<file path="src/rtl/tlb_pkg.sv">
package tlb_pkg;

    typedef struct packed {
        logic rd;
        logic wr;
        logic usr;
        logic dirty;
    } tlb_perm_t;

    localparam int unsigned TLB_PERM_W = $bits(tlb_perm_t);

    typedef enum logic [1:0] {
        TLB_HIT    = 2'd0,
        TLB_MISS   = 2'd1,
        TLB_PROT   = 2'd2,
        TLB_PFAULT = 2'd3
    } tlb_kind_e;

    function automatic logic tlb_access_ok(tlb_perm_t p, logic is_wr, logic is_usr);
        return (is_wr ? p.wr : p.rd) && (p.usr || !is_usr);
    endfunction

endpackage

</file>
<file path="src/rtl/tlb_store.sv">
module tlb_store
    import tlb_pkg::*;
#(
    parameter int unsigned ENTRIES = 32,
    parameter int unsigned VPN_W   = 20,
    parameter int unsigned PPN_W   = 20,
    parameter int unsigned IDX_W   = $clog2(ENTRIES)
) (
    input  logic               clk,
    input  logic               rst,
    input  logic               flush,
    input  logic [VPN_W-1:0]   lk_vpn,
    output logic               lk_hit,
    output logic [PPN_W-1:0]   lk_ppn,
    output tlb_perm_t          lk_perm,
    input  logic               dirty_set,
    input  logic               fill_en,
    input  logic [IDX_W-1:0]   fill_idx,
    input  logic [VPN_W-1:0]   fill_vpn,
    input  logic [PPN_W-1:0]   fill_ppn,
    input  tlb_perm_t          fill_perm,
    output logic [ENTRIES-1:0] valid_vec
);

    logic [ENTRIES-1:0]    hit_vec;
    logic [PPN_W-1:0]      ppn_sel  [ENTRIES];
    logic [TLB_PERM_W-1:0] perm_sel [ENTRIES];

    for (genvar g = 0; g < ENTRIES; g++) begin : g_ent
        logic             v_q;
        logic [VPN_W-1:0] tag_q;
        logic [PPN_W-1:0] ppn_q;
        tlb_perm_t        perm_q;

        always_ff @(posedge clk) begin
            if (rst) begin
                v_q    <= 1'b0;
                tag_q  <= '0;
                ppn_q  <= '0;
                perm_q <= '0;
            end else if (flush) begin
                v_q <= 1'b0;
            end else if (fill_en && (fill_idx == IDX_W'(g))) begin
                v_q    <= 1'b1;
                tag_q  <= fill_vpn;
                ppn_q  <= fill_ppn;
                perm_q <= fill_perm;
            end else if (dirty_set && hit_vec[g]) begin
                perm_q.dirty <= 1'b1;
            end
        end

        assign hit_vec[g]   = v_q && (tag_q == lk_vpn);
        assign valid_vec[g] = v_q;
        assign ppn_sel[g]   = hit_vec[g] ? ppn_q : '0;
        assign perm_sel[g]  = hit_vec[g] ? perm_q : '0;
    end

    always_comb begin
        logic [TLB_PERM_W-1:0] perm_acc;
        lk_ppn   = '0;
        perm_acc = '0;
        for (int i = 0; i < ENTRIES; i++) begin
            lk_ppn   = lk_ppn | ppn_sel[i];
            perm_acc = perm_acc | perm_sel[i];
        end
        lk_perm = tlb_perm_t'(perm_acc);
        lk_hit  = |hit_vec;
    end

    AST_SINGLE_MATCH: assert property (@(posedge clk) disable iff (rst)
        $onehot0(hit_vec));

    AST_FLUSH_EMPTIES: assert property (@(posedge clk) disable iff (rst)
        flush |=> (valid_vec == '0));

endmodule

</file>
<file path="src/rtl/tlb_victim.sv">
module tlb_victim #(
    parameter int unsigned ENTRIES = 32,
    parameter int unsigned IDX_W   = $clog2(ENTRIES)
) (
    input  logic               clk,
    input  logic               rst,
    input  logic [ENTRIES-1:0] valid_vec,
    input  logic               fill_en,
    output logic [IDX_W-1:0]   victim_idx
);

    logic [IDX_W-1:0] ptr_q;
    logic [IDX_W-1:0] free_idx;
    logic             free_found;
    logic             all_valid;

    always_comb begin
        free_found = 1'b0;
        free_idx   = '0;
        for (int i = 0; i < ENTRIES; i++) begin
            if (!free_found && !valid_vec[i]) begin
                free_found = 1'b1;
                free_idx   = IDX_W'(i);
            end
        end
    end

    assign all_valid  = &valid_vec;
    assign victim_idx = all_valid ? ptr_q : free_idx;

    always_ff @(posedge clk) begin
        if (rst) begin
            ptr_q <= '0;
        end else if (fill_en && all_valid) begin
            ptr_q <= (ptr_q == IDX_W'(ENTRIES - 1)) ? '0 : ptr_q + 1'b1;
        end
    end

    AST_PTR_HOLD: assert property (@(posedge clk) disable iff (rst)
        !(fill_en && all_valid) |=> $stable(ptr_q));

    AST_FREE_TARGET: assert property (@(posedge clk) disable iff (rst)
        (fill_en && free_found) |=> valid_vec[$past(free_idx)]);

endmodule

</file>
<file path="src/rtl/tlb_fa_top.sv">
module tlb_fa_top
    import tlb_pkg::*;
#(
    parameter int unsigned ENTRIES = 32,
    parameter int unsigned VA_W    = 32,
    parameter int unsigned PA_W    = 32,
    parameter int unsigned PAGE_W  = 12
) (
    input  logic                   clk,
    input  logic                   rst,
    input  logic                   flush,
    input  logic                   req_valid,
    input  logic [VA_W-1:0]        req_vaddr,
    input  logic                   req_write,
    input  logic                   req_user,
    output logic                   busy,
    output logic                   resp_valid,
    output logic [1:0]             resp_kind,
    output logic [PA_W-1:0]        resp_paddr,
    output logic                   resp_dirty,
    output logic                   walk_req,
    output logic [VA_W-PAGE_W-1:0] walk_vpn,
    input  logic                   fill_valid,
    input  logic                   fill_fault,
    input  logic [PA_W-PAGE_W-1:0] fill_ppn,
    input  logic                   fill_rd,
    input  logic                   fill_wr,
    input  logic                   fill_usr,
    input  logic                   fill_dirty
);

    localparam int unsigned VPN_W = VA_W - PAGE_W;
    localparam int unsigned PPN_W = PA_W - PAGE_W;
    localparam int unsigned IDX_W = $clog2(ENTRIES);

    logic [VPN_W-1:0]   req_vpn;
    logic [PAGE_W-1:0]  req_off;
    logic               lk_hit;
    logic [PPN_W-1:0]   lk_ppn;
    tlb_perm_t          lk_perm;
    logic               lk_ok;
    logic               accept;
    logic               dirty_set;
    logic               fill_go;
    logic               install;
    logic [IDX_W-1:0]   victim_idx;
    logic [ENTRIES-1:0] valid_vec;
    tlb_perm_t          fill_perm;

    logic               busy_q;
    logic               resp_valid_q;
    tlb_kind_e          resp_kind_q;
    logic [PA_W-1:0]    resp_paddr_q;
    logic               resp_dirty_q;
    logic               walk_req_q;
    logic [VPN_W-1:0]   pend_vpn_q;

    assign req_vpn   = req_vaddr[VA_W-1:PAGE_W];
    assign req_off   = req_vaddr[PAGE_W-1:0];
    assign accept    = req_valid && !busy_q && !flush;
    assign lk_ok     = tlb_access_ok(lk_perm, req_write, req_user);
    assign dirty_set = accept && lk_hit && lk_ok && req_write;
    assign fill_go   = fill_valid && busy_q;
    assign install   = fill_go && !fill_fault;

    always_comb begin
        fill_perm       = '0;
        fill_perm.rd    = fill_rd;
        fill_perm.wr    = fill_wr;
        fill_perm.usr   = fill_usr;
        fill_perm.dirty = fill_dirty;
    end

    tlb_store #(
        .ENTRIES (ENTRIES),
        .VPN_W   (VPN_W),
        .PPN_W   (PPN_W),
        .IDX_W   (IDX_W)
    ) u_store (
        .clk       (clk),
        .rst       (rst),
        .flush     (flush),
        .lk_vpn    (req_vpn),
        .lk_hit    (lk_hit),
        .lk_ppn    (lk_ppn),
        .lk_perm   (lk_perm),
        .dirty_set (dirty_set),
        .fill_en   (install),
        .fill_idx  (victim_idx),
        .fill_vpn  (pend_vpn_q),
        .fill_ppn  (fill_ppn),
        .fill_perm (fill_perm),
        .valid_vec (valid_vec)
    );

    tlb_victim #(
        .ENTRIES (ENTRIES),
        .IDX_W   (IDX_W)
    ) u_victim (
        .clk        (clk),
        .rst        (rst),
        .valid_vec  (valid_vec),
        .fill_en    (install),
        .victim_idx (victim_idx)
    );

    always_ff @(posedge clk) begin
        if (rst) begin
            busy_q       <= 1'b0;
            resp_valid_q <= 1'b0;
            resp_kind_q  <= TLB_HIT;
            resp_paddr_q <= '0;
            resp_dirty_q <= 1'b0;
            walk_req_q   <= 1'b0;
            pend_vpn_q   <= '0;
        end else begin
            resp_valid_q <= 1'b0;
            walk_req_q   <= 1'b0;
            if (accept) begin
                resp_valid_q <= 1'b1;
                resp_paddr_q <= '0;
                resp_dirty_q <= 1'b0;
                if (lk_hit && lk_ok) begin
                    resp_kind_q  <= TLB_HIT;
                    resp_paddr_q <= {lk_ppn, req_off};
                    resp_dirty_q <= lk_perm.dirty;
                end else if (lk_hit) begin
                    resp_kind_q <= TLB_PROT;
                end else begin
                    resp_kind_q <= TLB_MISS;
                    busy_q      <= 1'b1;
                    pend_vpn_q  <= req_vpn;
                    walk_req_q  <= 1'b1;
                end
            end
            if (fill_go) begin
                busy_q <= 1'b0;
                if (fill_fault) begin
                    resp_valid_q <= 1'b1;
                    resp_kind_q  <= TLB_PFAULT;
                    resp_paddr_q <= '0;
                    resp_dirty_q <= 1'b0;
                end
            end
        end
    end

    assign busy       = busy_q;
    assign resp_valid = resp_valid_q;
    assign resp_kind  = resp_kind_q;
    assign resp_paddr = resp_paddr_q;
    assign resp_dirty = resp_dirty_q;
    assign walk_req   = walk_req_q;
    assign walk_vpn   = pend_vpn_q;

    AST_WALK_ONE_CYCLE: assert property (@(posedge clk) disable iff (rst)
        walk_req_q |=> !walk_req_q);

    AST_MISS_HOLDS_BUSY: assert property (@(posedge clk) disable iff (rst)
        (resp_valid_q && resp_kind_q == TLB_MISS) |-> busy_q);

    AST_FILL_RELEASES: assert property (@(posedge clk) disable iff (rst)
        (busy_q && fill_valid) |=> !busy_q);

    AST_PFAULT_REPORT: assert property (@(posedge clk) disable iff (rst)
        (busy_q && fill_valid && fill_fault) |=> (resp_valid_q && resp_kind_q == TLB_PFAULT));

    AST_NO_ADDR_ON_FAULT: assert property (@(posedge clk) disable iff (rst)
        (resp_valid_q && resp_kind_q != TLB_HIT) |-> (resp_paddr_q == '0 && !resp_dirty_q));

endmodule

</file>
<file path="config.mk">
export PLATFORM = sky130hd
export DESIGN_NAME = tlb_fa_top
export DESIGN_NICKNAME = d
export VERILOG_FILES = /design/src/rtl/tlb_pkg.sv /design/src/rtl/tlb_store.sv /design/src/rtl/tlb_victim.sv /design/src/rtl/tlb_fa_top.sv
export SDC_FILE = /design/constraint.sdc
export NUM_CORES = 2
export LEC_CHECK = 0
export BUFFER_PORTS_ARGS = -buffer_cell sky130_fd_sc_hd__buf_2
export CAP_MARGIN = 0
export CORE_UTILIZATION = 30
export CTS_CLUSTER_SIZE = 40
export DETAILED_ROUTE_END_ITERATION = 8
export HOLD_SLACK_MARGIN = 0.15
export PLACE_DENSITY = 0.56
export REMOVE_ABC_BUFFERS = 1
export SYNTH_ARGS = -nofsm -noshare
export SYNTH_HDL_FRONTEND = slang
export SYNTH_SLANG_ARGS = --single-unit
</file>
<file path="constraint.sdc">
create_clock -name clk -period 4.2 [get_ports clk]
set_input_delay 0.84 -clock clk [delete_from_list [all_inputs] [get_ports clk]]
set_output_delay 0.84 -clock clk [all_outputs]
set_load 0.05 [all_outputs]
</file>
=== Word-level counts from Yosys, hierarchy flattened ===
Index checks and enable logic that the tools add are counted.

* Bitwise logic cells: 66
* Multipliers: 0
* $lt $le $gt $ge: 0
* Div/mod/pow operators: 0
* Shift operators: 0
* Eq/ne operators: 64
* Multiplexer cells: 210
* Reductions and logical operators: 306
* $add $sub $neg: 1

{| class="wikitable"
|+ Operators by type and width
! kind !! number
|-
| $eq A20 B20 Y1 || 32
|-
| $mux W20 || 32
|-
| $or A20 B20 Y20 || 31
|-
| $mux W5 || 32
|-
| $logic_and A1 B1 Y1 || 137
|-
| $mux W32 || 4
|-
| $mux W4 || 32
|-
| $reduce_and A2 Y1 || 64
|-
| $or A4 B4 Y4 || 31
|-
| $mux W1 || 105
|-
| $eq A5 B5 Y1 const B || 17
|-
| $logic_not A1 Y1 || 65
|-
| $reduce_bool A2 Y1 || 32
|-
| $eq A5 B4 Y1 const B || 8
|-
| $reduce_and A32 Y1 || 1
|-
| $reduce_or A32 Y1 || 1
|-
| $eq A5 B3 Y1 const B || 4
|-
| $eq A5 B2 Y1 const B || 2
|-
| $mux W2 || 5
|-
| $add A5 B1 Y5 const B || 1
|-
| $eq A5 B1 Y1 const B || 1
|-
| $logic_not A5 Y1 || 1
|-
| $not A1 Y1 || 4
|-
| $reduce_or A2 Y1 || 2
|-
| other kinds (3) || 3
|}

* Register bits: 1503
* Latch bits: 0
* Logic and storage cells: 879
* ROM bits: 0
* RAM bits: 0
* Memories: 0
* Output and inout bits: 58

=== Longest topological paths before layout ===
* Depth after elaboration: 98
* Mapped depth: 15

=== Modules after synthesis ===
Synthesis repeated with hierarchy kept, for this count alone.

* Cell total of the unflattened synthesis: 8998
* Area total of the unflattened synthesis: 67250.7 µm²

{| class="wikitable"
|+ Modules (own cells, without submodules)
! module !! times used !! area an instance (µm²) !! cells an instance
|-
| tlb_store || 1 || 64269.1 || 8628
|-
| tlb_fa_top || 1 || 2222.1 || 268
|-
| tlb_victim || 1 || 759.5 || 102
|}

=== Least setup slack after synthesis ===
No wires, ideal clock.

* Path type: in2reg
* Start point: input port req_vaddr[14]
* End point: register pend_vpn_q[10] (netlist: walk_vpn[10])
* Cell stages on the path: 13
* Data arrival time: 3.537 ns
* Data required time: 4.072 ns
* Library setup time: 0.128 ns
* Path buffers: 4
* Path slack: 0.535 ns
* Cells stage by stage: clkbuf_1 > buf_2 > buf_2 > xnor2_1 > nand4_1 > nor4_1 > and2_1 > nor4_1 > and4_1 > nand3_1 > buf_2 > mux2i_1 > nor2_1

* Longest elaborated chain between the ends: 39

{| class="wikitable"
|+ Ends and longest elaborated chain
! what !! RTL line !! source
|-
| start: declaration || tlb_fa_top.sv:13 || <nowiki>input logic [VA_W-1:0] req_vaddr,</nowiki>
|-
| $eq A20 B20 Y1 || tlb_store.sv:53 || <nowiki>assign hit_vec[g] = v_q && (tag_q == lk_vpn);</nowiki>
|-
| $logic_and A1 B1 Y1 || tlb_store.sv:53 ||
|-
| $mux W4 || tlb_store.sv:56 || <nowiki>assign perm_sel[g] = hit_vec[g] ? perm_q : '0;</nowiki>
|-
| $or A4 B4 Y4 (31 in a row) || tlb_store.sv:65 || <nowiki>perm_acc = perm_acc | perm_sel[i];</nowiki>
|-
| $mux W1 / $logic_or A1 B1 Y1 (equally long branches) || tlb_pkg.sv:20 || <nowiki>return (is_wr ? p.wr : p.rd) && (p.usr || !is_usr);</nowiki>
|-
| $logic_and A1 B1 Y1 || tlb_pkg.sv:20 ||
|-
| $logic_and A1 B1 Y1 || tlb_fa_top.sv:123 || <nowiki>if (lk_hit && lk_ok) begin</nowiki>
|-
| $not A1 Y1 (no line) || -- ||
|-
| $reduce_and A3 Y1 (no line) * || -- ||
|-
| end signal: assignment || tlb_fa_top.sv:132 || <nowiki>pend_vpn_q <= req_vpn;</nowiki>
|-
| end: declaration || tlb_fa_top.sv:56 || <nowiki>logic [VPN_W-1:0] pend_vpn_q;</nowiki>
|}

Mark *: on every way between the ends. The rest lies on a longest branch, timed or not.
A chain may end at the register's enable or synchronous reset.

=== Worst setup path in the final report ===
* Start point: register u_store.g_ent[8].v_q
* End point: register u_store.g_ent[4].ppn_q[1]

* Longest elaborated chain between the ends: 76

{| class="wikitable"
|+ Ends and longest elaborated chain
! what !! RTL line !! source
|-
| start: declaration || tlb_store.sv:30 || <nowiki>logic v_q;</nowiki>
|-
| start signal: assignment || tlb_store.sv:37 || <nowiki>v_q <= 1'b0;</nowiki>
|-
| start signal: assignment || tlb_store.sv:42 || <nowiki>v_q <= 1'b0;</nowiki>
|-
| start signal: assignment || tlb_store.sv:44 || <nowiki>v_q <= 1'b1;</nowiki>
|-
| $logic_not A1 Y1 || tlb_victim.sv:21 || <nowiki>if (!free_found && !valid_vec[i]) begin</nowiki>
|-
| $logic_and A1 B1 Y1 || tlb_victim.sv:21 ||
|-
| $mux W1 || tlb_victim.sv:21 ||
|-
| $logic_not A1 Y1 || tlb_victim.sv:21 ||
|-
| $logic_and A1 B1 Y1 || tlb_victim.sv:21 ||
|-
| $mux W1 || tlb_victim.sv:21 ||
|-
| $logic_not A1 Y1 || tlb_victim.sv:21 ||
|-
| $logic_and A1 B1 Y1 || tlb_victim.sv:21 ||
|-
| (+60 left out) || -- ||
|-
| $mux W1 || tlb_victim.sv:21 ||
|-
| $logic_not A1 Y1 || tlb_victim.sv:21 ||
|-
| $logic_and A1 B1 Y1 || tlb_victim.sv:21 ||
|-
| $mux W5 || tlb_victim.sv:21 ||
|-
| $mux W5 * || tlb_victim.sv:29 || <nowiki>assign victim_idx = all_valid ? ptr_q : free_idx;</nowiki>
|-
| $eq A5 B3 Y1 * || tlb_store.sv:43 || <nowiki>end else if (fill_en && (fill_idx == IDX_W'(g))) begin</nowiki>
|-
| $logic_and A1 B1 Y1 * || tlb_store.sv:43 ||
|-
| $reduce_and A2 Y1 (no line) * || -- ||
|-
| end signal: assignment || tlb_store.sv:46 || <nowiki>ppn_q <= fill_ppn;</nowiki>
|-
| end: declaration || tlb_store.sv:32 || <nowiki>logic [PPN_W-1:0] ppn_q;</nowiki>
|}

Marked as above.

==> impl_metrics.yaml <==
final_layout:
  syn_to_final_growth_pct: 17.2
  fillers: 22600
  fin_cells: 11600
  layout-drive-gt1-share_pct: 11.5
  nets: 8582
  post-route-util_pct: 35.5
floorplanning:
  core.rowCount: 172
  initial_utilization_pct: 30.3
  dieWidth_um: 474
  io_pins: 122
  core_area_um2: 220000
  fp.dieArea_um2: 224000
  die_h_um: 474
timing:
  hold_violations: 0
  max_freq_mhz: 243
  rsz0062_at_grt: "yes"
  skew_ps: 26.8
  tightest_slew_ps: 1310
  slew_headroom_pct: 12.9
  drv_slew: 0
  finalSetupViolations: 0
  fin_crit_ps: 4120
  tns_ps: 0
  finalCritPeriodShare_pct: 98.0
pwr:
  vdd_drop_max_v: 0.000353
  power_density_nw_per_um2: 387
  leakage_nw: 24.9
  finalPower_w: 0.0302
clock_network:
  root_buffer: "clkbuf_16"
  clockBufferDepth: 3
  numCtsBuffers: 158
  cts_sinks: 1503
  clk_pin_slew_ps: 60
  clk_latency_ps: 820
  htreeDepth: 4
  cts_setup_buffers: 0
  cts_tree: "done"
synthesis:
  synthTopCellsByArea: "dfxtp_1 45%, nand2_1 16%, a21oi_1 11%"
  synth.most_common_cell: "nand2_1"
  synth_top_cell_by_area: "dfxtp_1"
  postSynthCellCount: 8528
  synth-main-ff-cell: "dfxtp_1"
  yosysWarnings: 0
  ys_ff_latch: 1503
  ys_async_sr_fraction_pct: 0
  yosysUniqueCellTypes: 78
  synth_top_area_share_pct: 45.1
  syn-cell-area_um2: 66700
  synth-edff-count: 0
  syn_area_per_cell_um2: 7.82
  synth_common_cells: "2,867 x nand2_1, 1,503 x dfxtp_1, 1,404 x a21oi_1"
  ys_seq_area_share_pct: 45.1
critical_path:
  critPathKind: "flip-flop to flip-flop"
  crit_path_max_incr_delay_ps: 660
  rrSetupSlack_ps: 80
  slowest_stage: "or4_1"
  worstPathCellList: "nand4_1, or4_1, or3_1, o22ai_2, nand2_2, nor3_4, buf_4, nand2_1, a21oi_1"
  cp_max_fo: 16
  crit_required_ps: 4920
  worstPathArrival_ps: 4840
  end_kind: "flip-flop"
  cp-start-kind: "flip-flop"
global_route:
  overflow: 0
  gr-usage-all-layers_pct: 26.8
  grt_pass1_wl_mm: 438
  antenna_found_initial: 16
  grt_max_degree: 217
  grt_pass1_vias: 59900
drt:
  wl_mm: 312
  ant_nets: 0
  drc: 0
  first_pass_iters: 6
  via_per_inst: 5.59
  drt-initial-drc-count: 9094
  vias: 64800
  wl_per_cell_um: 26.9
place:
  port_buffers: 121
  dp.cells: 11300
  gp_congestion: 0.947
  dpl.hpwl_mm: 193
worst_hold_path:
  hold_class: "input port to flip-flop"
flow_run:
  maxCapViolations: 0
run_status:
  outcome: "completed"
==> power by group <==
group	internal (W)	switching [W]
combinational	0.000435	0.00120
sequential	0.0143	0.0000101
clock	0.00820	0.00611
==> worst max-delay path: cells and delay by family (launching register included) <==
kind	cells	cell delay (ps)
compound gates	2	530
flops	1	480
simple gates	6	2490
buf+inv	1	490
==> sequential cells by signal, summed over array words and instances (netlist names), 2 cells and up <==
register              flops
u_store.g_ent.ppn_q     640
u_store.g_ent.tag_q     640
u_store.g_ent.perm_q    128
resp_paddr               32
u_store.g_ent.v_q        32
walk_vpn                 20
u_victim.ptr_q            5
resp_kind                 2
==> per-stage QoR <==
step / instance area [um^2] / worst slack, ps / hold slack (ps)
2_1_floorplan: 62800 / -800 / 424
3_3_place_gp: 73000 / -280 / 429
3_5_place_dp: 73000 / -300 / 442
4_1_cts: 78100 / 70.1 / 234
5_1_grt: 78200 / -32.6 / 273
6_report: 78200 / 82.1 / 272
==> repair_timing <==
action	CTS	global route
hold buffers	0	0
endpoints found under the setup margin	0	157
hold endpoints to repair	0	0
gates resized for setup	0	4
==> worst paths after layout <==
kind | depth (start not counted) | endpoint | from
setup / recovery | 9 | u_store.g_ent[4].ppn_q[1]$_SDFFE_PP0P_ | u_store.g_ent[8].v_q$_SDFFE_PP0P_
hold / removal | 3 | resp_paddr[9]$_SDFF_PP0_ | req_vaddr[9]
setup reg to reg | 9 | u_store.g_ent[4].ppn_q[1]$_SDFFE_PP0P_ | u_store.g_ent[8].v_q$_SDFFE_PP0P_
hold reg to reg | 2 | resp_paddr[6]$_SDFF_PP0_ | resp_paddr[6]$_SDFF_PP0_
==> cell families after synthesis <==
family	synth area share, %
xor+xnor	8.36
compound gates	16.7
flops	45.1
buf+inv	6.15
mux	0.825
simple gates	22.8
fa+ha+maj	0.0375
==> cells in the final DEF, fill, tap and decap left out, types with 34 or more instances in the layout <==
| cell type | instances |
|---|---|
| nand2_1 | 2867 |
| dfxtp_1 | 1483 |
| a21oi_1 | 1404 |
| xnor2_1 | 520 |
| buf_4 | 341 |
| nand4_1 | 218 |
| a22o_1 | 168 |
| clkbuf_16 | 163 |
| buf_12 | 151 |
| a221oi_1 | 147 |
| buf_2 | 119 |
| xor2_1 | 117 |
| nor2_1 | 93 |
| nand3_1 | 90 |
| nor4_1 | 77 |
| inv_1 | 57 |
| mux2i_1 | 55 |
| o21ai_0 | 43 |
| clkbuf_8 | 38 |
| clkbuf_1 | 34 |
==> layout make-up <==
type / instances / area [um^2] / area share [%]
Antenna cell: 7 / 17.5 / 0.0224
Clock buffer: 235 / 4730 / 6.05
Clock inverter: 43 / 439 / 0.562
Tap cell: 2958 / 3700 / 4.73
Sequential cell: 1503 / 30100 / 38.5
Timing Repair Buffer: 613 / 6200 / 7.94
Inverter: 57 / 214 / 0.274
Multi-Input combinational cell: 6183 / 32800 / 41.9
==> layer usage <==
layer / share of wire [%] / vias to the layer above / track usage [%]
met2: 44 / 3822 / 41.4
met4: 6.7 / 16 / 15.8
met1: 40 / 31400 / 34.4
li1: - / 28600 / -
met5: 0.031 / - / 0
met3: 10 / 960 / 5.55
No activity file was read; power rests on OpenSTA's default activity.
